### src/rtl/rpb_pkg.sv
package rpb_pkg;

    // Bus command codes used to pick a window rule
    localparam logic [3:0] CMD_IO_RD   = 4'h2;
    localparam logic [3:0] CMD_MEM_RD  = 4'h6;
    localparam logic [3:0] CMD_CFG_RD  = 4'hA;
    localparam logic [3:0] CMD_MEM_RDM = 4'hC;
    localparam logic [3:0] CMD_MEM_RDL = 4'hE;

    typedef enum logic [1:0] {
        ST_IDLE = 2'd0,
        ST_RUN  = 2'd1,
        ST_DONE = 2'd2
    } rpb_state_e;

endpackage

### src/rtl/rpb_window_calc.sv
module rpb_window_calc
    import rpb_pkg::*;
#(
    parameter int CLS_W         = 8,
    parameter int ADDR_W        = 30,
    parameter int FALLBACK_LINE = 16,
    parameter int CNT_W         = $clog2(2 * FALLBACK_LINE) + 1
) (
    input  logic [3:0]        cmd_i,
    input  logic              pref_i,
    input  logic [CLS_W-1:0]  cls_i,
    input  logic [ADDR_W-1:0] addr_i,
    output logic [CNT_W-1:0]  win_o,
    output logic [CNT_W-1:0]  init_o
);

    logic             line_ok;
    logic [CNT_W-1:0] line_sz;
    logic [CNT_W-1:0] offset;

    // Supported line sizes: non-zero powers of two below the fallback size
    always_comb begin
        line_ok = (cls_i != '0)
               && ((cls_i & (cls_i - 1'b1)) == '0)
               && (cls_i < CLS_W'(FALLBACK_LINE));
        line_sz = line_ok ? CNT_W'(cls_i) : CNT_W'(FALLBACK_LINE);
    end

    always_comb begin
        case (cmd_i)
            CMD_IO_RD,
            CMD_CFG_RD:  win_o = CNT_W'(1);
            CMD_MEM_RD:  win_o = pref_i ? line_sz : CNT_W'(1);
            CMD_MEM_RDL: win_o = line_sz;
            CMD_MEM_RDM: win_o = line_sz << 1;
            default:     win_o = CNT_W'(1);
        endcase
    end

    // Window is a power of two: offset inside it is a mask of the low bits
    always_comb begin
        offset = addr_i[CNT_W-1:0] & (win_o - 1'b1);
        init_o = win_o - offset;
    end

endmodule

### src/rtl/rpb_fsm.sv
module rpb_fsm
    import rpb_pkg::*;
(
    input  logic clk,
    input  logic rst_n,
    input  logic start_i,
    input  logic ack_i,
    input  logic last_i,
    output logic load_o,
    output logic step_o,
    output logic busy_o,
    output logic stop_o
);

    rpb_state_e state_q, state_d;

    always_comb begin
        state_d = state_q;
        unique case (state_q)
            ST_IDLE: if (start_i) state_d = ST_RUN;                // LAUNCH
            ST_RUN: begin
                if (start_i)             state_d = ST_RUN;         // RELOAD
                else if (ack_i && last_i) state_d = ST_DONE;       // FINISH
            end
            ST_DONE: if (start_i) state_d = ST_RUN;                // LAUNCH
            default: state_d = ST_IDLE;
        endcase
    end

    always_ff @(posedge clk or negedge rst_n) begin
        if (!rst_n) state_q <= ST_IDLE;
        else        state_q <= state_d;
    end

    always_comb begin
        load_o = start_i;
        busy_o = (state_q == ST_RUN);
        step_o = busy_o && ack_i && !start_i;
        stop_o = busy_o && last_i;
    end

endmodule

### src/rtl/rpb_phase_counter.sv
module rpb_phase_counter #(
    parameter int ADDR_W = 30,
    parameter int CNT_W  = 6
) (
    input  logic              clk,
    input  logic              rst_n,
    input  logic              load_i,
    input  logic              step_i,
    input  logic [ADDR_W-1:0] addr_i,
    input  logic [CNT_W-1:0]  win_i,
    input  logic [CNT_W-1:0]  init_i,
    output logic [ADDR_W-1:0] addr_o,
    output logic [CNT_W-1:0]  remain_o,
    output logic [CNT_W-1:0]  win_o,
    output logic              last_o
);

    always_ff @(posedge clk or negedge rst_n) begin
        if (!rst_n) begin
            addr_o   <= '0;
            remain_o <= '0;
            win_o    <= '0;
        end else if (load_i) begin
            addr_o   <= addr_i;
            remain_o <= init_i;
            win_o    <= win_i;
        end else if (step_i) begin
            addr_o   <= addr_o + 1'b1;
            remain_o <= remain_o - 1'b1;
        end
    end

    assign last_o = (remain_o == CNT_W'(1));

endmodule

### src/rtl/rpb_ctrl.sv
module rpb_ctrl #(
    parameter int CLS_W         = 8,
    parameter int ADDR_W        = 30,
    parameter int FALLBACK_LINE = 16,
    parameter int CNT_W         = $clog2(2 * FALLBACK_LINE) + 1
) (
    input  logic              clk,
    input  logic              rst_n,
    input  logic              start_i,
    input  logic [3:0]        cmd_i,
    input  logic              pref_i,
    input  logic [CLS_W-1:0]  cls_i,
    input  logic [ADDR_W-1:0] addr_i,
    input  logic              phase_ack_i,
    output logic              busy_o,
    output logic              stop_o,
    output logic [ADDR_W-1:0] cur_addr_o,
    output logic [CNT_W-1:0]  remain_o,
    output logic [CNT_W-1:0]  window_o
);

    logic [CNT_W-1:0] win_w, init_w;
    logic             load_w, step_w, last_w;

    rpb_window_calc #(
        .CLS_W(CLS_W), .ADDR_W(ADDR_W),
        .FALLBACK_LINE(FALLBACK_LINE), .CNT_W(CNT_W)
    ) u_calc (
        .cmd_i(cmd_i), .pref_i(pref_i), .cls_i(cls_i), .addr_i(addr_i),
        .win_o(win_w), .init_o(init_w)
    );

    rpb_fsm u_fsm (
        .clk(clk), .rst_n(rst_n), .start_i(start_i), .ack_i(phase_ack_i),
        .last_i(last_w), .load_o(load_w), .step_o(step_w),
        .busy_o(busy_o), .stop_o(stop_o)
    );

    rpb_phase_counter #(.ADDR_W(ADDR_W), .CNT_W(CNT_W)) u_cnt (
        .clk(clk), .rst_n(rst_n), .load_i(load_w), .step_i(step_w),
        .addr_i(addr_i), .win_i(win_w), .init_i(init_w),
        .addr_o(cur_addr_o), .remain_o(remain_o), .win_o(window_o),
        .last_o(last_w)
    );

endmodule

### config.mk
export PLATFORM = sky130hd
export DESIGN_NAME = rpb_ctrl
export DESIGN_NICKNAME = d
export VERILOG_FILES = /design/src/rtl/rpb_pkg.sv /design/src/rtl/rpb_window_calc.sv /design/src/rtl/rpb_fsm.sv /design/src/rtl/rpb_phase_counter.sv /design/src/rtl/rpb_ctrl.sv
export SDC_FILE = /design/constraint.sdc
export NUM_CORES = 1
export LEC_CHECK = 0
export ABC_AREA = 1
export BUFFER_PORTS_ARGS = -buffer_cell sky130_fd_sc_hd__buf_2
export CAP_MARGIN = 20
export CORE_MARGIN = 2
export CORE_UTILIZATION = 56
export CTS_CLUSTER_SIZE = 20
export DETAILED_ROUTE_END_ITERATION = 16
export GPL_ROUTABILITY_DRIVEN = 1
export PLACE_DENSITY = 0.95
export SLEW_MARGIN = 5
export SYNTH_ARGS = -nofsm -noshare
export SYNTH_HDL_FRONTEND = slang
export SYNTH_SLANG_ARGS = --single-unit
### constraint.sdc
create_clock -name clk -period 4.4 [get_ports clk]
set_input_delay 0.66 -clock clk [delete_from_list [all_inputs] [get_ports clk]]
set_output_delay 0.66 -clock clk [all_outputs]
set_load 0.005 [all_outputs]
==> run metrics <==
status finished clean; largest family of logic cells by synthesized area simple AND/OR/NAND/NOR gates; Ys Warns 0; Post-DRT Antenna Nets 0; # hold bufs at CTS 0; Area Overhead vs Synth 20.4%; arrival time at the worst endpoint 3.21 ns; ant diodes 0; Synth Area in Compound Gates 12.5%; initial core utilization 58.4%; # setup viols final 0; die span in x 77.4 um; Hold Path Class input pin to async pin; Placed Cells 561; fmax 0.335 GHz; CTS Sinks 44; Crit Path Category input pin to flip-flop; Via-to-Cell Ratio 5.54; I/O Pins 91; Detailed Route WL 7.87 mm; number of fill cells 414; Clk Latency, worst-skew pair 0.30 ns; GRT Total Usage 26.9%; DR WL/cell 13.8 um; final count of hold timing violations 0; post-synthesis cell area 3020 um^2; multi-input logic area 1700 um^2; largest net degree at the start of global routing 45; cts repair resizes 0; via count 3,160; simple-gate share of the synthesized area 33.3%; clock root buffer clkbuf_8; Iter 0 DRT Violations 278; register area share after synthesis 36.5%; RSZ-0062 raised after global routing no; first-pass GRT wire length 13.2 mm; Top FF cell, synth dfrtp_1; Layout Nets 552; tightest hold margin 0.177 ns; Worst-Margin Slew 0.994 ns; syn nets 464; Setup WS pre-CTS 1.14 ns; htree depth 2; Pre-antenna DRT Iters 5; Final Slew Violations 0; initial antenna violation count 0; XOR/XNOR share of the synthesized area 7.83%; Final Total Pwr 1.10 mW; Clock Path Buffers 2; total global routing overflow 0; Setup Skew 0.00572 ns; slew margin rel. 33.7%; Adder-Cell Fraction of Synth Area 2.73%; die height 77.4 um; Die Footprint 6000 um^2; fraction of layout cells with a size suffix above 1 25.4%; fin crit period 2.98 ns; CORE AREA 5170 um^2; DRC Markers 0; Max FO, Critical Path 6; cell count after synthesis 411; Worst-path clk slew 0.08 ns; Leakage Power 1.80 nW; power per cell area 303 nW/um^2; Critical Path Sink Type flip-flop; Reg area 1100 um^2; CP Data Required Time 4.63 ns; post-synthesis register bit count 44; CTS Buf Count 5; r2r setup slk 2.20 ns; Post-DP HPWL 5.80 mm; Final period util 67.8%; setup TNS 0 ns; vias in the first global route 3,009; worst setup margin 1.42 ns; Non-Filler Instances 570; Row Count 26; Synth Area per Inst 7.35 um^2; VDD IR max 132 uV; max cap viols 0; crit path launch type input pin; Final GP Congestion 0.959; EDFF count, synth 0; # port buffers 90; Async SR Flop Fraction 100%; post-synthesis mux area share 0%; Netlist cell types 41; post-CTS setup buffer count 0; CTS tree built
critical path: stages:
cell,delay [ns]
buf_2,0.14
nor2_4,0.19
nor2_4,0.08
nor2_4,0.17
nand2_2,0.09
inv_2,0.08
nand3_1,0.07
nand2_1,0.14
inv_1,0.11
ha_1,0.29
nor2_1,0.19
inv_1,0.07
ha_1,0.27
nand2_1,0.07
nand2_1,0.05
nand2_1,0.07
nand2_2,0.07
nand3_2,0.07
nand2_1,0.05
nand2_1,0.07
nand3_2,0.07
a21oi_2,0.14
cells in the final DEF (no fill, tap or decap), types with 6 or more instances in the layout:
| master | Yosys | final |
|---|---|---|
| nand2_1 | 98 | 98 |
| buf_2 | 1 | 90 |
| nor2_1 | 49 | 49 |
| dfrtp_1 | 44 | 44 |
| inv_1 | 40 | 40 |
| nand3_1 | 28 | 28 |
| xor2_1 | 19 | 19 |
| o21ai_0 | 15 | 15 |
| a21oi_1 | 12 | 12 |
| nand4_1 | 10 | 10 |
| nor3_1 | 10 | 10 |
| o211ai_1 | 10 | 10 |
| xnor2_1 | 8 | 8 |
| clkbuf_8 | 0 | 6 |
cells in the mapped netlist (2+ instances only):
cell | number | area share [%]
a21oi_1 | 12 | 2.0
clkbuf_1 | 10 | 1.2
dfrtp_1 | 44 | 36
ha_1 | 5 | 2.1
inv_1 | 40 | 5.0
inv_2 | 3 | 0.37
nand2_1 | 98 | 12
nand2_2 | 5 | 1.0
nand3_1 | 28 | 4.6
nand3_2 | 3 | 0.99
nand3b_1 | 3 | 0.75
nand4_1 | 10 | 2.1
nor2_1 | 49 | 6.1
nor2_2 | 5 | 1.0
nor2_4 | 5 | 1.9
nor3_1 | 10 | 1.7
o211ai_1 | 10 | 2.5
o21ai_0 | 15 | 2.5
o21ai_1 | 2 | 0.33
o221ai_1 | 3 | 0.87
o22ai_1 | 5 | 1.0
o311ai_0 | 2 | 0.58
xnor2_1 | 8 | 2.3
xor2_1 | 19 | 5.5
through the flow:
step                instance area, um^2  utilization [%]
floorplan                          3020                -
global placement                   3520             68.1
detailed placement                 3520             68.1
CTS                                3620             69.9
global route                       3640             70.3
finish                             3640             70.3
sequential cells by signal, indices dropped and copies added, names as in the netlist:
register        flops
u_fsm.state_q       2
u_cnt.win_o         6
u_cnt.addr_o       30
u_cnt.remain_o      6
routing by layer:
| metal | up-vias | track usage, % | part of all wire (%) |
|---|---|---|---|
| li1 | 1531 | - | - |
| met3 | 16 | 3.37 | 7.4 |
| met1 | 1460 | 32.1 | 39 |
| met2 | 153 | 48.2 | 52 |
| met5 | - | 0 | 0 |
| met4 | 0 | 12.1 | 1.8 |
final cells by class:
class / count / area share [%]
clock buffers: 6 / 2.27
multi-input cells: 311 / 46.9
well taps: 70 / 2.41
repair buffers: 93 / 13.4
clock inverters: 2 / 0.275
flip-flops and latches: 44 / 30.3
inverters: 44 / 4.54
logic make-up (layout without fill, tap and decap cells):
family | count (synthesis) | in the layout
AOI/OAI and AO/OA | 58 | 58
xor gates and xnor gates | 27 | 27
adders and majority gates | 6 | 6
buffers and inverters | 56 | 145
DFF | 44 | 44
and+or+nand+nor | 220 | 220
worst paths after layout:
kind,cells after the start,to,from
min reg2reg,1,u_fsm.state_q[0]$_DFFE_PN0P_,u_fsm.state_q[0]$_DFFE_PN0P_
max reg2reg,13,u_cnt.addr_o[26]$_DFFE_PN0P_,u_cnt.addr_o[0]$_DFFE_PN0P_
min,1,u_cnt.addr_o[25]$_DFFE_PN0P_,rst_n
min in group clk,1,u_fsm.state_q[0]$_DFFE_PN0P_,u_fsm.state_q[0]$_DFFE_PN0P_
max in group asynchronous,2,u_cnt.addr_o[8]$_DFFE_PN0P_,rst_n
max,22,u_cnt.remain_o[5]$_DFFE_PN0P_,cls_i[1]
report_power, final:
part,switching [mW],internal (mW),leakage [nW]
combinational,0.185,0.135,1.22
clock,0.139,0.125,0.0510
sequential,0.0614,0.457,0.525
No activity file was read; power rests on OpenSTA's default activity.
